`src/rtl/pllcfg_pkg.sv`:
```
package pllcfg_pkg;

    localparam int SEED_COUNT = 39;
    localparam int M_BASE     = 62;

    typedef enum logic [2:0] {
        ST_IDLE,
        ST_UNPACK,
        ST_SEEK,
        ST_DIVCLK,
        ST_DIVPIX,
        ST_FINISH
    } dec_state_t;

    // Feedback-code table: entry i encodes multiplier M_BASE + i.
    function automatic logic [8:0] seed_code(input logic [5:0] i);
        logic [8:0] c;
        case (i)
            6'd0:  c = 9'd426;  6'd1:  c = 9'd469;  6'd2:  c = 9'd234;
            6'd3:  c = 9'd373;  6'd4:  c = 9'd442;  6'd5:  c = 9'd221;
            6'd6:  c = 9'd110;  6'd7:  c = 9'd311;  6'd8:  c = 9'd411;
            6'd9:  c = 9'd461;  6'd10: c = 9'd486;  6'd11: c = 9'd243;
            6'd12: c = 9'd377;  6'd13: c = 9'd188;  6'd14: c = 9'd350;
            6'd15: c = 9'd175;  6'd16: c = 9'd343;  6'd17: c = 9'd427;
            6'd18: c = 9'd213;  6'd19: c = 9'd106;  6'd20: c = 9'd53;
            6'd21: c = 9'd282;  6'd22: c = 9'd397;  6'd23: c = 9'd454;
            6'd24: c = 9'd227;  6'd25: c = 9'd113;  6'd26: c = 9'd56;
            6'd27: c = 9'd284;  6'd28: c = 9'd142;  6'd29: c = 9'd71;
            6'd30: c = 9'd35;   6'd31: c = 9'd273;  6'd32: c = 9'd136;
            6'd33: c = 9'd324;  6'd34: c = 9'd418;  6'd35: c = 9'd465;
            6'd36: c = 9'd488;  6'd37: c = 9'd500;  6'd38: c = 9'd506;
            default: c = 9'd0;
        endcase
        return c;
    endfunction

endpackage

```
`src/rtl/pllcfg_seed_rom.sv`:
```
module pllcfg_seed_rom
    import pllcfg_pkg::*;
#(
    parameter int IDX_W  = 6,
    parameter int CODE_W = 9
) (
    input  logic [IDX_W-1:0]  idx,
    output logic [CODE_W-1:0] code
);
    always_comb begin
        code = CODE_W'(seed_code(6'(idx)));
    end
endmodule

```
`src/rtl/pllcfg_divider.sv`:
```
module pllcfg_divider #(
    parameter int W = 32
) (
    input  logic         clk,
    input  logic         rst_n,
    input  logic         go,
    input  logic [W-1:0] num,
    input  logic [W-1:0] den,
    output logic         done,
    output logic [W-1:0] quo
);
    localparam int CW = $clog2(W + 1);

    logic [W-1:0]  rem_q, num_l, den_l;
    logic [CW-1:0] cnt_q;
    logic          busy_q;
    logic [W:0]    trial;

    assign trial = {rem_q, quo[W-1]};

    always_ff @(posedge clk or negedge rst_n) begin
        if (!rst_n) begin
            rem_q  <= '0;
            quo    <= '0;
            num_l  <= '0;
            den_l  <= '0;
            cnt_q  <= '0;
            busy_q <= 1'b0;
            done   <= 1'b0;
        end else if (go) begin
            rem_q  <= '0;
            quo    <= num;
            num_l  <= num;
            den_l  <= den;
            cnt_q  <= CW'(W);
            busy_q <= 1'b1;
            done   <= 1'b0;
        end else if (busy_q) begin
            if (trial >= {1'b0, den_l}) begin
                rem_q <= W'(trial - {1'b0, den_l});
                quo   <= {quo[W-2:0], 1'b1};
            end else begin
                rem_q <= trial[W-1:0];
                quo   <= {quo[W-2:0], 1'b0};
            end
            cnt_q <= cnt_q - 1'b1;
            if (cnt_q == CW'(1)) begin
                busy_q <= 1'b0;
                done   <= 1'b1;
            end
        end else begin
            done <= 1'b0;
        end
    end

    // the quotient is the floor of num/den.
    p_floor_r5: assert property (@(posedge clk) disable iff (!rst_n)
        (done && den_l != '0) |->
            (({{W{1'b0}}, quo} * {{W{1'b0}}, den_l}) <= {{W{1'b0}}, num_l}) &&
            (({{W{1'b0}}, quo} * {{W{1'b0}}, den_l} + {{W{1'b0}}, den_l}) > {{W{1'b0}}, num_l}));

    p_done_once_r7: assert property (@(posedge clk) disable iff (!rst_n)
        done |=> !done);
endmodule

```
`src/rtl/pllcfg_decoder.sv`:
```
module pllcfg_decoder
    import pllcfg_pkg::*;
#(
    parameter int W        = 32,
    parameter int POST_LSB = 8,
    parameter int POST_W   = 5,
    parameter int NLOG_LSB = 16,
    parameter int NLOG_W   = 2,
    parameter int SEED_LSB = 0,
    parameter int SEED_W   = 9,
    parameter int REF0_KHZ = 25000,
    parameter int REF1_KHZ = 100000
) (
    input  logic         clk,
    input  logic         rst_n,
    input  logic         start,
    input  logic [31:0]  ctrl_word,
    input  logic [31:0]  div_word,
    input  logic         plat_sel,
    input  logic [2:0]   lanes,
    input  logic [4:0]   bpp,
    output logic         done,
    output logic [31:0]  pclk_khz,
    output logic         valid,
    output logic         err_post,
    output logic         err_seed
);
    localparam int IDX_W = $clog2(SEED_COUNT);
    localparam int PV_W  = $clog2(POST_W + 2) + 1;

    dec_state_t st_q, st_d;

    logic [POST_W-1:0] post_q;
    logic [NLOG_W-1:0] nlog_q;
    logic [SEED_W-1:0] code_q;
    logic              ref_sel_q;
    logic [2:0]        lanes_q;
    logic [4:0]        bpp_q;
    logic [PV_W-1:0]   p_q;
    logic [IDX_W-1:0]  idx_q;
    logic [SEED_W-1:0] rom_code;
    logic              dv_go, dv_done;
    logic [W-1:0]      dv_num, dv_den, dv_quo;
    logic [W-1:0]      ref_w;
    logic [PV_W-1:0]   p_dec;

    // P = 2 + index of highest set bit; empty field gives zero.
    function automatic logic [PV_W-1:0] post_decode(input logic [POST_W-1:0] f);
        logic [PV_W-1:0] r;
        r = '0;
        for (int k = 0; k < POST_W; k++) begin
            if (f[k]) r = PV_W'(k + 2);
        end
        return r;
    endfunction

    assign p_dec = post_decode(post_q);
    assign ref_w = ref_sel_q ? W'(REF1_KHZ) : W'(REF0_KHZ);

    pllcfg_seed_rom #(.IDX_W(IDX_W), .CODE_W(SEED_W)) u_rom (
        .idx  (idx_q),
        .code (rom_code)
    );

    pllcfg_divider #(.W(W)) u_div (
        .clk   (clk),
        .rst_n (rst_n),
        .go    (dv_go),
        .num   (dv_num),
        .den   (dv_den),
        .done  (dv_done),
        .quo   (dv_quo)
    );

    always_comb begin
        st_d = st_q;
        unique case (st_q)
            ST_IDLE:   if (start) st_d = ST_UNPACK;
            ST_UNPACK: st_d = (p_dec == '0) ? ST_FINISH : ST_SEEK;
            ST_SEEK: begin
                if (rom_code == code_q)   st_d = ST_DIVCLK;
                else if (idx_q == '0)     st_d = ST_FINISH;
            end
            ST_DIVCLK: if (dv_done) st_d = ST_DIVPIX;
            ST_DIVPIX: if (dv_done) st_d = ST_FINISH;
            ST_FINISH: st_d = ST_IDLE;
            default:   st_d = ST_IDLE;
        endcase
    end

    always_ff @(posedge clk or negedge rst_n) begin
        if (!rst_n) st_q <= ST_IDLE;
        else        st_q <= st_d;
    end

    always_ff @(posedge clk or negedge rst_n) begin
        if (!rst_n) begin
            post_q    <= '0;
            nlog_q    <= '0;
            code_q    <= '0;
            ref_sel_q <= 1'b0;
            lanes_q   <= '0;
            bpp_q     <= '0;
            p_q       <= '0;
            idx_q     <= '0;
            dv_go     <= 1'b0;
            dv_num    <= '0;
            dv_den    <= '0;
            done      <= 1'b0;
            pclk_khz  <= '0;
            valid     <= 1'b0;
            err_post  <= 1'b0;
            err_seed  <= 1'b0;
        end else begin
            dv_go <= 1'b0;
            done  <= 1'b0;
            unique case (st_q)
                ST_IDLE: if (start) begin
                    post_q    <= ctrl_word[POST_LSB +: POST_W];
                    nlog_q    <= div_word[NLOG_LSB +: NLOG_W];
                    code_q    <= div_word[SEED_LSB +: SEED_W];
                    ref_sel_q <= plat_sel;
                    lanes_q   <= lanes;
                    bpp_q     <= bpp;
                    pclk_khz  <= '0;
                    valid     <= 1'b0;
                    err_post  <= 1'b0;
                    err_seed  <= 1'b0;
                end
                ST_UNPACK: begin
                    p_q   <= p_dec;
                    idx_q <= IDX_W'(SEED_COUNT - 1);
                    if (p_dec == '0) err_post <= 1'b1;
                end
                ST_SEEK: begin
                    if (rom_code == code_q) begin
                        dv_num <= (W'(idx_q) + W'(M_BASE)) * ref_w;
                        dv_den <= W'(p_q) << nlog_q;
                        dv_go  <= 1'b1;
                    end else if (idx_q == '0) begin
                        err_seed <= 1'b1;
                    end else begin
                        idx_q <= idx_q - 1'b1;
                    end
                end
                ST_DIVCLK: if (dv_done) begin
                    dv_num <= dv_quo * W'(lanes_q) + W'(bpp_q >> 1);
                    dv_den <= W'(bpp_q);
                    dv_go  <= 1'b1;
                end
                ST_DIVPIX: if (dv_done) begin
                    pclk_khz <= dv_quo;
                    valid    <= 1'b1;
                end
                ST_FINISH: done <= 1'b1;
                default: ;
            endcase
        end
    end

    p_one_err_r7: assert property (@(posedge clk) disable iff (!rst_n)
        !(err_post && err_seed));

    p_fail_zero_r8: assert property (@(posedge clk) disable iff (!rst_n)
        (err_post || err_seed) |-> (pclk_khz == '0 && !valid));

    p_valid_then_done_r7: assert property (@(posedge clk) disable iff (!rst_n)
        $rose(valid) |=> done);

    p_post_err_r3: assert property (@(posedge clk) disable iff (!rst_n)
        $rose(err_post) |-> (post_q == '0));
endmodule

```
`config.mk`:
```
export PLATFORM = sky130hd
export DESIGN_NAME = pllcfg_decoder
export DESIGN_NICKNAME = d
export VERILOG_FILES = /design/src/rtl/pllcfg_pkg.sv /design/src/rtl/pllcfg_seed_rom.sv /design/src/rtl/pllcfg_divider.sv /design/src/rtl/pllcfg_decoder.sv
export SDC_FILE = /design/constraint.sdc
export NUM_CORES = 1
export LEC_CHECK = 0
export BUFFER_PORTS_ARGS = -buffer_cell sky130_fd_sc_hd__buf_2
export CAP_MARGIN = 10
export CORE_AREA = 2 2 162 164
export CTS_CLUSTER_SIZE = 12
export DETAILED_ROUTE_END_ITERATION = 10
export DIE_AREA = 0 0 164 166
export PLACE_DENSITY = 0.76
export SYNTH_ARGS = -nofsm -noshare
export SYNTH_HDL_FRONTEND = slang
export SYNTH_SLANG_ARGS = --single-unit
```
`constraint.sdc`:
```
create_clock -name clk -period 14.68 [get_ports clk]
set_input_delay 4.404 -clock clk [delete_from_list [all_inputs] [get_ports clk]]
set_output_delay 4.404 -clock clk [all_outputs]
set_load 0.03 [all_outputs]
```
# ---- Yosys cells after proc, flatten, opt, wreduce, memory -nomap -nowiden
# Memory sizes are Yosys's and may differ from the RTL's.
# Cells that the tools add are included.
dict set report word_totals {
  output_inout_bits 36
  regBits 243
  n_memories 1
  inputBits 76
  rom_bits 576
  wordCells 117
}
dict set report classes {
  n_lt_le_gt_ge 1
  shift 1
  n_mul 2
  muxes 51
  reduce_logical 16
  eq_ne 17
  addsub 5
}
# name words word_bits read_ports rd_clocked_by_memory_dff write_ports line
set mem_list {}
lappend mem_list {{(name not given)} 64 9 1 0 0 pllcfg_pkg.sv:18} ;# case (i)
# op n
set op_table {}
lappend op_table {{$mux 32} 11}
lappend op_table {{$pmux 32 s2} 3}
lappend op_table {{$ge 33x32->1} 1}
lappend op_table {{$add 32x4->32} 1}
lappend op_table {{$mul 32x3->32} 1}
lappend op_table {{$shl 4x2->32} 1}
lappend op_table {{$sub 32x32->32} 1}
lappend op_table {{$mul 7x17->24} 1}
lappend op_table {{$mux 3} 8}
lappend op_table {{$mux 6} 4}
lappend op_table {{$mux 17} 1}
lappend op_table {{$mux 1} 15}
lappend op_table {{$pmux 3 s5} 1}
lappend op_table {{$ne 2x2->1 const B} 6}
lappend op_table {{$pmux 6 s2} 1}
lappend op_table {{$reduce_and 3->1} 4}
lappend op_table {{$reduce_bool 2->1} 6}
lappend op_table {{$sub 6x1->6 const B} 2}
lappend op_table {{$eq 9x9->1} 1}
lappend op_table {{$pmux 1 s2} 4}
lappend op_table {{$reduce_and 4->1} 2}
lappend op_table {{$add 6x6->7 const B} 1}
lappend op_table {{$eq 3x2->1 const B} 2}
lappend op_table {{$eq 3x3->1 const B} 2}
lappend op_table {{10 further kinds} 13}

# ---- Logic depth before layout (Yosys ltp)
# Gate-level depths: netlist of run 1.
dict set report logic_depth {
  ltp_word 8
  mapped_depth 24
  mapped_depth_nobuf 22
}

# ---- Cells and area by module
# A second synthesis of run 1 with hierarchy kept.
dict set report hier_totals {
  cells_unflattened 2029
  hier_area_um2 17300.3
}
# module cells_each seq_area_each_um2 area_each_um2 n_inst
set by_module_without_submodules {}
lappend by_module_without_submodules {pllcfg_decoder 1184 2802.7 10062.2 1}
lappend by_module_without_submodules {pllcfg_divider 736 2602.5 6493.7 1}
lappend by_module_without_submodules {pllcfg_seed_rom 109 0.0 744.5 1}

# ---- Worst setup path before layout of run 1
# OpenSTA, ideal clock, no wires.
dict set report synth_path {
  path_kind {reg-to-reg}
  startpoint {register idx_q[2]}
  endpoint {register dv_num[23]}
  arrival_ns 5.473
  required_time_ns 14.555
  path_buffers 2
  slack_ns 9.082
  path_stages_with_launch 22
  setup_time_ns 0.125
  synth_period_minus_slack_ns 5.598
  cell_sequence {dfrtp_1 > buf_2 > clkbuf_1 > inv_1 > ha_1 > nand2_1 > xnor2_1 > inv_1 > nor2_1 > fa_1 > fa_1 > fa_1 > fa_1 > ha_1 > nand4_1 > a211oi_1 > nor3_1 > o31ai_1 > a2111oi_0 > nor3_1 > nor3_1 > mux2_2}
}
dict set report synth_via {
  elab_chain_len 4
  word_cells_on_any_way 8
  cone_classes {add/sub (1); mul (1); eq/ne (2); mux (2); reduce/logical (1); memory (1)}
}
# item line
set synth_lines {}
lappend synth_lines {{start: declaration} pllcfg_decoder.sv:40} ;# logic [IDX_W-1:0] idx_q;
lappend synth_lines {{start signal: assignment} pllcfg_decoder.sv:132} ;# idx_q <= IDX_W'(SEED_COUNT - 1);
lappend synth_lines {{start signal: assignment} pllcfg_decoder.sv:143} ;# idx_q <= idx_q - 1'b1;
lappend synth_lines {{$add 6x6->7 or $mem_v2 64x9 (tied branches)} n/a}
lappend synth_lines {{$mul 7x17->24 or $eq 9x9->1 (tied branches)} {pllcfg_decoder.sv:137, pllcfg_decoder.sv:136}}
lappend synth_lines {{$mux 32 or $ne 2x2->1 (tied branches)} n/a}
lappend synth_lines {{$pmux 32 s2 or $reduce_and 3->1 (tied branches)} n/a}
lappend synth_lines {{end signal: assignment} pllcfg_decoder.sv:137} ;# dv_num <= (W'(idx_q) + W'(M_BASE)) * ref_w;
lappend synth_lines {{end signal: assignment} pllcfg_decoder.sv:147} ;# dv_num <= dv_quo * W'(lanes_q) + W'(bpp_q >> 1);
lappend synth_lines {{end: declaration} pllcfg_decoder.sv:43} ;# logic [W-1:0] dv_num, dv_den, dv_quo;
# Several ways; a longest one is shown, not always the timed one. The select of a mux whose other input is x is not followed.
# A chain may end at the register's enable or synchronous reset.

# ---- Worst setup path in the final report of run 1
dict set report layout_path {
  startpoint {register idx_q[1]}
  endpoint {register dv_num[23]}
}
# Same word-level chain as after synthesis.

==> impl_metrics.py, run 1 <==
metrics = {
    "logic_synthesis": {
        "post_synth_xor_area_fraction_pct": 3.13,
        "postSynthNetCount": 1933,
        "synthSimpleGateAreaFrac_pct": 16.0,
        "synth.mux.area_fraction_pct": 7.87,
        "synth.lib_cells_used.distinct": 74,
        "synth-async-reset-ratio_pct": 100,
        "synth_edf_count": 0,
        "synth-main-ff-cell": "dfrtp_1",
        "main_combinational_cell_family_by_area_after_synthesis": "adder cells",
        "synth_compound_gate_area_share_pct": 16.6,
        "syn-instance-count": 1663,
        "yosys.area_share.adder_pct": 19.0,
        "count_of_synthesis_stage_warnings_from_yosys": 0,
        "ys_seq_area_share_pct": 31.4,
        "syn_area_sq_um": 15100,
        "post_synth.cell_area_avg_sq_um": 9.09,
        "synth_seq_cells": 190,
    },
    "global_route": {
        "grt_overflow_total": 0,
        "via_count_of_the_first_global_routing_pass": 11875,
        "grt_usage_pct": 26.2,
        "number_of_antenna_violations_at_the_first_check_in_global_routing": 0,
        "wire_length_of_the_first_global_routing_pass_um": 58200,
        "maximum_number_of_pins_on_one_net_before_global_route_repair": 134,
    },
    "placed_design": {
        "placed_cells_incl_taps": 1997,
        "place_ws_ns": 7.99,
        "io_buffers": 63,
        "globalplace.congestion": 0.877,
        "hpwlAfterDp_um": 24200,
    },
    "final_layout": {
        "num_antenna_cells": 0,
        "regArea_sq_um": 4760,
        "area_growth_syn_to_layout_pct": 7.90,
        "finish.net_count": 1951,
        "fin_util_pct": 63.7,
        "layout.filler_cells": 2109,
        "finish.cell_count_without_fillers": 2029,
        "layout_common_cells": "nand2_1 (206), dfrtp_1 (188), inv_1 (155), ha_1 (135), o21ai_0 (101)",
        "drive_gt1_share_pct": 11.5,
        "multi_input_area_sq_um": 9470,
        "layout_commonest_cell": "nand2_1",
    },
    "timing": {
        "fin_skew_ns": 0.0132,
        "endpoints_failing_hold": 0,
        "post-route-period-util_pct": 46.8,
        "final-setup-viol-count": 0,
        "setup_ws_ns": 7.82,
        "maxClockFrequency_mhz": 146,
        "unrepaired_setup_endpoints_after_global_routing": "false",
        "min_period_ns": 6.86,
        "max_slew_headroom_pct": 24.5,
        "timing.final.max_slew_violations": 0,
        "fin_tns_setup_ns": 0,
        "worst_pin_slew_ns": 1.13,
    },
    "die": {
        "die-area_sq_um": 27200,
        "core_area_sq_um": 25600,
        "start_util_pct": 59.0,
        "io-pin-count": 112,
        "die_width_um": 164,
        "std_cell_rows": 59,
        "fp.dieH_um": 166,
    },
    "power_and_ir_drop": {
        "pwr-share-clk_pct": 11.8,
        "cellLeakagePower_uw": 0.00792,
        "power.switching_uw": 2090,
        "overall_power_of_the_completed_layout_uw": 4230,
        "vdd_ir_drop_max_mv": 0.282,
        "power.combinational.fraction_pct": 70.0,
        "p_per_area_nw_per_um2": 259,
        "power_report.internal_total_uw": 2140,
        "power_frac_seq_pct": 18.2,
        "p_sw_share_pct": 49.4,
    },
    "clock_tree": {
        "cts_root_buf": "clkbuf_16",
        "htree_num_levels": 4,
        "clk-insertion-delay-late_ns": 0.45,
        "cts_tree": "done",
        "clockBufferDepth": 2,
        "post_cts.resized_instances": 0,
        "clkSlewWorstSetupHoldPaths_ns": 0.08,
        "cts_buffers": 17,
        "ctsHoldBuffers": 0,
        "clock_sinks": 190,
        "post-cts-setup-buffer-count": 0,
    },
    "route": {
        "drt-pass1-iter-count": 5,
        "route.antenna.remaining_nets": 0,
        "detail_route.iter0.violations": 864,
        "drc": 0,
        "avgRoutedWirePerCell_um": 16.9,
        "final_wirelength_um": 34200,
        "post_drt_via_cell_ratio": 6.03,
        "vias_post_dr": 12226,
    },
    "outcome": {
        "status": "completed",
    },
    "setup_path": {
        "crit_path_max_fanout": 15,
        "cp-end-kind": "flop",
        "critPathLaunchType": "flop",
        "timing.setup.critical_path_class": "reg2reg",
        "critical_path_required_ns": 15.01,
        "cp_data_arrival_time_ns": 7.19,
    },
    "run": {
        "max_cap_viol_count": 0,
    },
    "worst_hold_path": {
        "hp-class": "reg2reg",
    },
}
## worst max-delay path, stage by stage (launching register included)
cell       delay (ns)
dfrtp_1          0.70
inv_1            0.33
ha_1             0.34
nand2_1          0.10
xnor2_1          0.19
inv_1            0.13
nor2_1           0.33
fa_1             0.51
fa_1             0.50
fa_1             0.54
fa_1             0.42
ha_1             0.39
nand4_1          0.16
a211oi_1         0.33
nor3_1           0.14
o31ai_1          0.48
a2111oi_0        0.19
nor3_1           0.50
nor3_1           0.17
mux2_2           0.29
## logic make-up after synthesis
group / count (synthesis)
muxes: 106
AOI/OAI and AO/OA: 373
xor gates and xnor gates: 54
adders and majority gates: 194
DFF: 190
and+or+nand+nor: 508
buffers and inverters: 238
## per-layer routing
metal	track usage [%]	wire length [um]
met1	37.0	15600
met2	42.1	16300
met4	7.74	744
met5	0	0
met3	3.47	1540
## layout make-up
type	count	area share, %
tap	335	2.57
multi-input combinational	1235	58.0
timing repair buffer	80	2.77
clock inverter	14	1.19
sequential	190	29.2
inverter	157	3.61
clock buffer	18	2.69
## path summary, 6_finish.rpt
path	slack, ns	end	start	cells past startpoint
setup / recovery	7.82	dv_num[23]	idx_q[1]	19
hold / removal	0.48	u_div.quo[19]	dv_num[19]	2
setup reg to reg	7.82	dv_num[23]	idx_q[1]	19
hold reg to reg	0.48	u_div.quo[19]	dv_num[19]	2
max in group asynchronous	9.11	u_div.busy_q	rst_n	2
min in group asynchronous	4.13	u_div.rem_q[25]	rst_n	1
## Yosys cell counts, drive strengths merged, types with 7 or more instances
master / n / share of area, %
nand2: 206 / 5.1
dfrtp: 190 / 31
inv: 155 / 3.8
ha: 135 / 11
o21ai: 101 / 3.3
nor2: 100 / 2.5
clkbuf: 66 / 1.6
a21oi: 62 / 2.1
fa: 59 / 7.8
mux2: 53 / 3.9
mux2i: 48 / 3.2
nand3: 38 / 1.3
a22o: 34 / 2.0
xnor2: 34 / 2.0
nor3: 31 / 1.0
a311oi: 27 / 1.6
or3: 26 / 1.1
a21o: 21 / 1.0
xor2: 20 / 1.2
nand2b: 18 / 0.74
a211oi: 17 / 0.84
buf: 15 / 0.49
o211ai: 14 / 0.69
o31ai: 14 / 0.69
a31oi: 13 / 0.54
and3: 13 / 0.54
or4: 13 / 0.72
o21a: 11 / 0.55
and2: 9 / 0.37
nand4: 9 / 0.37
a21boi: 8 / 0.40
nor2b: 8 / 0.33
nor4: 7 / 0.29
o21bai: 7 / 0.35
or2: 7 / 0.29
## power by group through the flow
stage               logic, uW  registers (uW)  clock network (uW)
finish                   2960             770                 499
global placement         2860             770                   0
detailed placement       2930             775                   0
CTS                      2960             766                 505
global route             3360             789                 527
floorplan                2320             722                   0
## metrics by stage
| stage | hold WS, ns | cell area [sq um] |
|---|---|---|
| after global routing | 0.509 | 16300 |
| after global placement | 0.462 | 15700 |
| final | 0.483 | 16300 |
| after floorplan | 0.445 | 15100 |
| after detailed placement | 0.471 | 15700 |
| after CTS | 0.488 | 16300 |
## state kept, by name, indices dropped and copies added, names as in the netlist, 5 cells and up
signal,cells
dv_num,32
pclk_khz,32
u_div.quo,32
u_div.rem_q,32
code_q,9
dv_den,6
idx_q,6
u_div.cnt_q,6
u_div.den_l,6
bpp_q,5
post_q,5
Power figures use the tool's default switching activity.
==> run 2: changes to the inputs <==
--- a/config.mk
+++ b/config.mk
@@ -7,11 +7,11 @@
 export LEC_CHECK = 0
 export BUFFER_PORTS_ARGS = -buffer_cell sky130_fd_sc_hd__buf_2
 export CAP_MARGIN = 10
-export CORE_AREA = 2 2 162 164
+export CORE_AREA = 2 2 168 170
 export CTS_CLUSTER_SIZE = 12
 export DETAILED_ROUTE_END_ITERATION = 10
-export DIE_AREA = 0 0 164 166
-export PLACE_DENSITY = 0.76
+export DIE_AREA = 0 0 170 172
+export PLACE_DENSITY = 0.74
 export SYNTH_ARGS = -nofsm -noshare
 export SYNTH_HDL_FRONTEND = slang
 export SYNTH_SLANG_ARGS = --single-unit
==> constraint.sdc (replaced) <==
create_clock -name clk -period 6.2 [get_ports clk]
set_input_delay 1.86 -clock clk [delete_from_list [all_inputs] [get_ports clk]]
set_output_delay 1.86 -clock clk [all_outputs]
set_load 0.03 [all_outputs]
==> run 2 against run 1 <==
Compared with the run above:
- critical path depth increased by 1
- critical endpoint unchanged
- sequential power is 140% higher
- sequential share of layout area down 0.062 points
- clock skew up 0.0027 ns
- design area up 0.21%
- register-to-register slack lost 7.4 ns
- critical path type unchanged
- power is 140% higher
- utilization decreased by 4.2 points
- clock-buffer cell count is 1 higher
- non-clock buffer count grew 8
- via count down 0.46%
- final cell count grew 0.94%
==> impl_metrics.py, run 2 (synthesis gave the netlist of run 1 again) <==
metrics = {
    "outcome": {
        "status": "completed",
    },
    "die": {
        "start_util_pct": 55.0,
        "std_cell_rows": 61,
        "die_width_um": 170,
        "die-area_sq_um": 29200,
        "fp.dieH_um": 172,
        "io-pin-count": 112,
        "core_area_sq_um": 27500,
    },
    "worst_hold_path": {
        "hp-class": "reg2reg",
        "whs_path_depth": 2,
        "hold_end": "u_div.den_l[1]",
        "hold_path.startpoint": "dv_den[1]",
    },
    "final_layout": {
        "area_growth_syn_to_layout_pct": 8.13,
        "layout_commonest_cell": "nand2_1",
        "finish.cell_count_without_fillers": 2048,
        "finish.net_count": 1959,
        "num_antenna_cells": 0,
        "drive_gt1_share_pct": 11.9,
        "layout_common_cells": "nand2_1 (206), dfrtp_1 (188), inv_1 (155), ha_1 (135), o21ai_0 (101)",
    },
    "clock_tree": {
        "clockBufferDepth": 2,
        "cts_root_buf": "clkbuf_16",
        "cts_buffers": 17,
        "clock_sinks": 190,
        "clk-insertion-delay-late_ns": 0.45,
        "ctsHoldBuffers": 0,
        "clkSlewWorstSetupHoldPaths_ns": 0.08,
        "htree_num_levels": 4,
        "cts_tree": "done",
    },
    "placed_design": {
        "place_ws_ns": 0.257,
        "io_buffers": 63,
        "hpwlAfterDp_um": 24600,
        "globalplace.congestion": 0.881,
        "placed_cells_incl_taps": 2016,
    },
    "power_and_ir_drop": {
        "p_per_area_nw_per_um2": 620,
        "cellLeakagePower_uw": 0.00794,
        "vdd_ir_drop_max_mv": 0.510,
    },
    "global_route": {
        "grt_usage_pct": 24.6,
        "via_count_of_the_first_global_routing_pass": 11787,
        "grt_overflow_total": 0,
        "wire_length_of_the_first_global_routing_pass_um": 58300,
        "maximum_number_of_pins_on_one_net_before_global_route_repair": 116,
        "number_of_antenna_violations_at_the_first_check_in_global_routing": 0,
    },
    "setup_path": {
        "timing.reg2reg.worst_path_depth": 20,
        "cp_data_arrival_time_ns": 6.15,
        "worstReg2RegEnd": "dv_num[23]",
        "reg2reg_from": "idx_q[2]",
        "critical_path_required_ns": 6.54,
        "critical_path.slowest_cell": "fa_1",
        "critPathLaunchType": "flop",
        "timing.setup.critical_path_class": "reg2reg",
        "path_buf_inv": 3,
        "cp_slowest_stage_delay_ns": 0.55,
        "ff2ff_setup_slack_ns": 0.39,
        "timing.critical_path.cells": "inv_1 > ha_1 > nand2_1 > xnor2_1 > inv_1 > nor2_1 > fa_1 > fa_1 > fa_1 > fa_1 > ha_1 > nand4_1 > a211oi_2 > nor3_2 > o31ai_2 > a2111oi_0 > nor3_1 > buf_4 > nor3_1 > mux2_2",
        "crit_path_max_fanout": 7,
        "critical_path_most_common_cell": "fa_1",
        "critical-path-top-delay-family": "adder cells",
        "cp-end-kind": "flop",
    },
    "timing": {
        "max_slew_headroom_pct": 25.2,
        "endpoints_failing_hold": 0,
        "fin_skew_ns": 0.0159,
        "post-route-period-util_pct": 93.8,
        "min_period_ns": 5.81,
        "timing.final.max_slew_violations": 0,
        "final-setup-viol-count": 0,
        "fin_tns_setup_ns": 0,
        "setup_ws_ns": 0.387,
        "unrepaired_setup_endpoints_after_global_routing": "false",
        "hold-worst-slack_ns": 0.475,
        "worst_pin_slew_ns": 1.12,
        "maxClockFrequency_mhz": 172,
    },
    "route": {
        "route.antenna.remaining_nets": 0,
        "post_drt_via_cell_ratio": 5.94,
        "drc": 0,
        "avgRoutedWirePerCell_um": 16.7,
        "drt-pass1-iter-count": 5,
        "final_wirelength_um": 34300,
        "detail_route.iter0.violations": 847,
        "vias_post_dr": 12170,
    },
    "run": {
        "max_cap_viol_count": 0,
    },
}
run 2: changes by cell type in the layout (fill, tap and decap cells not counted), moves of 2 or more:
cell,before,now
clkinv_4,1,4
buf_4,17,24
inv_8,3,1
clkbuf_1,0,2
clkinv_2,0,3
run 2: per-stage QoR:
step	util, %	power (uW)	cell area [sq um]
detailed placement	57.4	8940	15800
global route	59.5	11300	16400
floorplan	-	7200	15100
finish	59.5	10100	16400
CTS	59.5	10100	16300
global placement	57.4	8740	15800
run 2: worst max path at each step:
stage	startpoint	endpoint	slack [ns]	depth (start not counted)
2_1_floorplan	idx_q[2]	dv_num[23]	0.60	21
3_3_place_gp	idx_q[2]	dv_num[23]	0.40	20
3_5_place_dp	idx_q[2]	dv_num[23]	0.26	20
4_1_cts	idx_q[2]	dv_num[23]	0.22	20
5_1_grt	idx_q[2]	dv_num[23]	0.02	20
6_report	idx_q[2]	dv_num[23]	0.39	20
run 2: repair_timing:
action	4_1_cts	5_1_grt
gates resized for setup	0	3
setup endpoints to repair	0	2
setup buffers	0	0
run 2: cell type report:
type / instances / area, sq um
fillers: 2376 / 11100
multi-input cells: 1235 / 9480
flip-flops and latches: 190 / 4760
inverters: 157 / 589
repair buffers: 88 / 524
clock buffers: 19 / 433
well taps: 346 / 433
clock inverters: 13 / 134
run 2: power breakdown:
| group | internal (uW) | switching, uW |
|---|---|---|
| clock | 564 | 523 |
| combinational | 2990 | 4210 |
| sequential | 1510 | 332 |
| total | 5070 | 5060 |
run 2: worst min-delay path, stage by stage (launching register included):
cell and delay (ns):
dfrtp_1 0.34, nand2_1 0.05, o21ai_0 0.06
run 2: per-layer routing:
metal	global-route usage (%)	vias to the layer above	routed length, um
li1	-	5907	-
met1	33.5	5953	16000
met2	41.3	260	16300
met3	3.25	50	1420
met4	7.32	0	575
met5	0	-	0
